$ cat src/rtl/iqs_pkg.sv
package iqs_pkg;
  typedef struct packed {
    logic rise_is_i;
    logic i_leads;
    logic in_twos;
  } iqs_mode_t;
endpackage

$ cat src/rtl/iqs_capture.sv
module iqs_capture #(
  parameter int DW = 14
) (
  input  logic          clk,
  input  logic          rst_n,
  input  logic [DW-1:0] bus_data,
  output logic [DW-1:0] rise_now,
  output logic [DW-1:0] rise_prev,
  output logic [DW-1:0] fall_prev
);
  logic [DW-1:0] neg_hold;

  // falling-edge word parked until the next rising edge
  always_ff @(negedge clk or negedge rst_n) begin
    if (!rst_n) neg_hold <= '0;
    else        neg_hold <= bus_data;
  end

  always_ff @(posedge clk or negedge rst_n) begin
    if (!rst_n) begin
      rise_now  <= '0;
      rise_prev <= '0;
      fall_prev <= '0;
    end else begin
      rise_now  <= bus_data;
      rise_prev <= rise_now;
      fall_prev <= neg_hold;
    end
  end
endmodule

$ cat src/rtl/iqs_align.sv
module iqs_align #(
  parameter int DW = 14
) (
  input  logic          clk,
  input  logic          rst_n,
  input  logic          rise_first,
  input  logic [DW-1:0] rise_now,
  input  logic [DW-1:0] rise_prev,
  input  logic [DW-1:0] fall_prev,
  output logic [DW-1:0] pair_rise,
  output logic [DW-1:0] pair_fall
);
  logic [DW-1:0] mid_rise, mid_fall;

  // falling-first pairs complete one edge earlier: delay them to match
  always_ff @(posedge clk or negedge rst_n) begin
    if (!rst_n) begin
      mid_rise <= '0;
      mid_fall <= '0;
    end else begin
      mid_rise <= rise_now;
      mid_fall <= fall_prev;
    end
  end

  always_comb begin
    if (rise_first) begin
      pair_rise = rise_prev;
      pair_fall = fall_prev;
    end else begin
      pair_rise = mid_rise;
      pair_fall = mid_fall;
    end
  end
endmodule

$ cat src/rtl/iqs_emit.sv
module iqs_emit #(
  parameter int DW = 14
) (
  input  logic              clk,
  input  logic              rst_n,
  input  iqs_pkg::iqs_mode_t mode_in,
  input  logic [DW-1:0]     pair_rise,
  input  logic [DW-1:0]     pair_fall,
  output iqs_pkg::iqs_mode_t mode_q,
  output logic [DW-1:0]     i_out,
  output logic [DW-1:0]     q_out,
  output logic              pair_valid
);
  localparam logic [DW-1:0] MSB_MASK = {1'b1, {(DW-1){1'b0}}};
  localparam logic [1:0]    HOLD_RST = 2'd3;
  localparam logic [1:0]    HOLD_CHG = 2'd2;

  logic          chg;
  logic [1:0]    hold;
  logic [DW-1:0] flip, i_next, q_next;

  assign chg    = (mode_in != mode_q);
  assign flip   = mode_q.in_twos ? '0 : MSB_MASK;
  assign i_next = (mode_q.rise_is_i ? pair_rise : pair_fall) ^ flip;
  assign q_next = (mode_q.rise_is_i ? pair_fall : pair_rise) ^ flip;

  always_ff @(posedge clk or negedge rst_n) begin
    if (!rst_n) begin
      mode_q     <= '0;
      hold       <= HOLD_RST;
      pair_valid <= 1'b0;
      i_out      <= '0;
      q_out      <= '0;
    end else begin
      mode_q     <= mode_in;
      pair_valid <= !chg && (hold == 2'd0);
      if (chg)               hold <= HOLD_CHG;
      else if (hold != 2'd0) hold <= hold - 2'd1;
      i_out <= i_next;
      q_out <= q_next;
    end
  end
endmodule

$ cat src/rtl/ddr_iq_splitter.sv
module ddr_iq_splitter #(
  parameter int DW = 14
) (
  input  logic          clk,
  input  logic          rst_n,
  input  logic [DW-1:0] bus_data,
  input  logic          rise_is_i,
  input  logic          i_leads,
  input  logic          in_twos,
  output logic [DW-1:0] i_out,
  output logic [DW-1:0] q_out,
  output logic          pair_valid
);
  iqs_pkg::iqs_mode_t mode_in, mode_q;
  logic [DW-1:0] rise_now, rise_prev, fall_prev, pair_rise, pair_fall;
  logic          rise_first;

  assign mode_in    = '{rise_is_i: rise_is_i, i_leads: i_leads, in_twos: in_twos};
  assign rise_first = (mode_q.rise_is_i == mode_q.i_leads);

  iqs_capture #(.DW(DW)) cap_i (
    .clk(clk), .rst_n(rst_n), .bus_data(bus_data),
    .rise_now(rise_now), .rise_prev(rise_prev), .fall_prev(fall_prev)
  );

  iqs_align #(.DW(DW)) aln_i (
    .clk(clk), .rst_n(rst_n), .rise_first(rise_first),
    .rise_now(rise_now), .rise_prev(rise_prev), .fall_prev(fall_prev),
    .pair_rise(pair_rise), .pair_fall(pair_fall)
  );

  iqs_emit #(.DW(DW)) emt_i (
    .clk(clk), .rst_n(rst_n), .mode_in(mode_in),
    .pair_rise(pair_rise), .pair_fall(pair_fall), .mode_q(mode_q),
    .i_out(i_out), .q_out(q_out), .pair_valid(pair_valid)
  );
endmodule

$ cat config.mk
export PLATFORM = sky130hd
export DESIGN_NAME = ddr_iq_splitter
export DESIGN_NICKNAME = d
export VERILOG_FILES = /design/src/rtl/iqs_pkg.sv /design/src/rtl/iqs_capture.sv /design/src/rtl/iqs_align.sv /design/src/rtl/iqs_emit.sv /design/src/rtl/ddr_iq_splitter.sv
export SDC_FILE = /design/constraint.sdc
export NUM_CORES = 1
export LEC_CHECK = 0
export BUFFER_PORTS_ARGS = -buffer_cell sky130_fd_sc_hd__buf_4
export CAP_MARGIN = 10
export CELL_PAD_IN_SITES_DETAIL_PLACEMENT = 1
export CELL_PAD_IN_SITES_GLOBAL_PLACEMENT = 1
export CORE_ASPECT_RATIO = 1.25
export CORE_UTILIZATION = 31
export CTS_CLUSTER_DIAMETER = 200
export DETAILED_ROUTE_END_ITERATION = 10
export HOLD_SLACK_MARGIN = 0.06
export PLACE_DENSITY_LB_ADDON = 0.08
export SYNTH_ARGS = -nofsm -noshare
export SYNTH_HDL_FRONTEND = slang
export SYNTH_SLANG_ARGS = --single-unit
$ cat constraint.sdc
create_clock -name clk -period 1.9 [get_ports clk]
set_input_delay 0.285 -clock clk [delete_from_list [all_inputs] [get_ports clk]]
set_output_delay 0.285 -clock clk [all_outputs]
set_load 0.005 [all_outputs]
### Word-level counts from Yosys, hierarchy flattened

Cells that the tools add are included.

* flip-flop bits (word level): 104

* add/subtract/negate cells: 1
* eq/ne operators: 2
* muxes and demuxes: 6
* bitwise operators: 2
* reductions and logical operators: 5

Operators with widths (count)
* two-way mux 14 bit: 4
* bitwise XOR 14 bit: 2
* two-way mux 2 bit: 2
* nonzero test 2 bit: 2
* != test 3 bit: 1
* logical NOT 2 bit: 1
* subtractor 2 x 1 -> 2 bit, second input constant: 1
* == test 1 bit: 1
* logical AND 1 bit: 1
* logical NOT 1 bit: 1

### Longest topological paths before layout

* word-level depth: 4
* mapped depth: 4

### Hierarchy

From an unflattened synthesis, not the netlist that was laid out.

* cell total of the unflattened synthesis: 195
* area total of the unflattened synthesis: 3885.0 um^2

Modules (own cells, without submodules)
* iqs_capture: instances 1, cells each 56, area each 1401.3 um^2
* iqs_emit: instances 1, cells each 79, area each 1332.5 um^2
* iqs_align: instances 1, cells each 59, area each 1142.3 um^2
* ddr_iq_splitter: instances 1, cells each 1, area each 8.8 um^2

==> impl_metrics.csv <==
group,metric,value,unit
finish,layout-area-overhead-vs-synth,32.9,%
power,p_total,4.76,mW
finish,postLayoutCellArea,4390,um^2
detailed_routing,vias_per_cell,4.25,
timing,final.setup.tns,0,ps
synth,seq_area_frac_synth,78.9,%
placed_design,dp_hpwl,3810,um
power,combPwrFrac,7.3,%
finish,multiInputGateArea,619,um^2
setup_path,timing.rr.start,"cap_i.neg_hold[13]$_DFF_NN0_",
setup_path,crit_family,"buffers and inverters",
power,peakVddDrop,0.461,mV
setup_path,endpoint_kind,"flop",
finish,final_common_cell,"dfrtp_1",
power,netSwitchingFraction,21.4,%
detailed_routing,num_vias,1804,
timing,holdWs,343,ps
grt,antenna_found_initial,0,
job,cap_violations,0,
synth,ys_ff_latch,104,
placed_design,portBuffers,47,
die,ios,48,
detailed_routing,routed_wl,5670,um
detailed_routing,drc_errors,0,
timing,setup_viol,0,
grt,grt_pass1_wl,9630,um
placed_design,dp_slack,387,ps
finish,diodes,0,
clock_network,clkTransAtPathRegs,70,ps
synth,synth_fp_nets,231,
grt,grt_max_degree,41,
grt,grt_usage,12.0,%
setup_path,critPathRequiredTime,1150,ps
setup_path,slowest_delay,540,ps
grt,first_global_vias,1913,
setup_path,startpoint_type,"input pin",
synth,syn_area_per_cell,15.6,um^2
timing,skew,8.37,ps
die,die_w,94.3,um
power,power_switching,1.02,mW
power,p_int,3.74,mW
die,rows,41,
clock_network,cts_hold_buf,18,
die,chipHeight,117,um
synth,ys_top_cells_by_area,"dfrtp_1, dfrtn_1, mux2i_1",
synth,yosys.area.top_type_share,66.7,%
setup_path,crit_start,"bus_data[11]",
clock_network,cts_max_path_buffers,2,
timing,fin_ws,186,ps
clock_network,post_cts_buffers,0,
setup_path,worst-path-buf-inv,2,
setup_path,cpMaxStageDelayCell,"dlygate4sd3_1",
setup_path,cp_max_fo,2,
synth,synth_cell_types,21,
timing,slew_viol_final,0,
grt,top_usage_layer,"met2",
outcome,status,"finished, final reports clean",
finish,num-fill-cells,1030,
setup_path,worstPathCellList,"dlygate4sd3_1, buf_4",
grt,met3_usage,3.50,%
clock_network,root_buffer,"clkbuf_16",
setup_path,worstSetupPathType,"in -> reg",
die,die_area,11100,um^2
finish,seq_area,2610,um^2
finish,fin_nets,310,
synth,yosysWarnings,0,
timing,slew_headroom,66.1,%
setup_path,arrival,960,ps
die,coreArea,10200,um^2
die,start_util,32.3,%
power,seqPwrFrac,50.9,%
clock_network,clock_latency,350,ps
detailed_routing,ant_nets,0,
clock_network,numCtsBuffers,9,
grt,met2_usage,18.6,%
finish,fin_util,43.0,%
synth,synth_cells,211,
detailed_routing,first_iter_violations,40,
detailed_routing,dr.pass1.iters,3,
power,power_leakage,2.05,nW
power,pwr-share-clk,41.8,%
worst_hold_path,holdCritPathClass,"in -> async",
clock_network,htreeDepth,3,
clock_network,cts_resized,0,
timing,hold_viol_final,0,
timing,worst_slew_pin_slew,508,ps
timing,rsz0062_at_grt,"false",
placed_design,gp_congestion,0.656,
synth,yosysTopAreaCell,"dfrtp_1",
placed_design,dpl.cell_count,390,
finish,drive_gt1_share,26.8,%
detailed_routing,routedWlPerCell,13.4,um
clock_network,cts_tree,"built",
finish,layout_common_cells,"dfrtp_1, buf_4, mux2i_1",
synth,synth_area,3300,um^2
clock_network,clock-sinks,104,
finish,layout.cells.non_filler,424,
placed_design,dpl_cell_area,3880,um^2
grt,grt-ovfl-total,0,
power,power_density,1080,nW/um^2
grt,grt_use_met1,14.6,%
area by class of cell:
class | instances | area share (%)
flip-flops and latches | 104 | 59.4
repair buffers | 77 | 15.1
multi-input cells | 96 | 14.1
clock buffers | 10 | 5.45
well taps | 129 | 3.68
clock inverters | 6 | 2.11
inverters | 2 | 0.171
sequential cells by signal, summed over array words and instances, names as in the netlist:
signal / cells
emt_i.hold: 2
emt_i.i_out: 14
cap_i.rise_now: 14
emt_i.mode_q: 3
cap_i.neg_hold: 14
aln_i.mid_fall: 14
emt_i.pair_valid: 1
cap_i.fall_prev: 14
emt_i.q_out: 14
aln_i.mid_rise: 14
logic make-up after synthesis:
logic type | Yosys count | synth area share (%)
buffers and inverters | 11 | 2.31
multiplexers | 28 | 8.49
flip-flops | 104 | 78.9
AO/OA/AOI/OAI | 29 | 4.47
AND/OR/NAND/NOR | 32 | 3.83
XOR/XNOR | 6 | 1.59
adder cells (fa/ha/maj) | 1 | 0.379
worst paths after layout:
check	to	slack (ps)	cells after the start
max	cap_i.neg_hold[11]$_DFF_NN0_	190	2
min	cap_i.fall_prev[6]$_DFF_PN0_	340	2
max reg2reg	cap_i.fall_prev[13]$_DFF_PN0_	470	0
min reg2reg	aln_i.mid_rise[11]$_DFF_PN0_	350	0
max in group asynchronous	cap_i.neg_hold[9]$_DFF_NN0_	300	3
min in group clk	aln_i.mid_rise[11]$_DFF_PN0_	350	0
layer usage:
layer | wire [um] | vias up
met5 | 0 | -
met4 | 142 | 0
met3 | 211 | 9
met2 | 2840 | 35
met1 | 2480 | 901
li1 | - | 859
power groups by stage:
stage | Sequential, mW | Combinational, mW | Clock [mW]
floorplan | 2.45 | 0.125 | 0
global placement | 2.46 | 0.324 | 0
detailed placement | 2.47 | 0.328 | 0
CTS | 2.43 | 0.358 | 2.07
global route | 2.44 | 0.390 | 2.16
finish | 2.42 | 0.345 | 1.99
Yosys cell counts:
library cell / instances
nor3_1: 1
o21ai_1: 1
o211ai_1: 1
mux2i_1: 28
inv_1: 2
clkbuf_1: 2
xnor2_1: 2
nor4_1: 1
dfstp_2: 2
buf_8: 2
o21ai_0: 13
buf_6: 1
dfrtn_1: 14
a21oi_1: 14
buf_2: 4
xor2_1: 4
dfrtp_1: 88
nand2_1: 15
ha_1: 1
and2_1: 1
nor2_1: 14
Note: power is estimated with default switching activity, not from simulation.
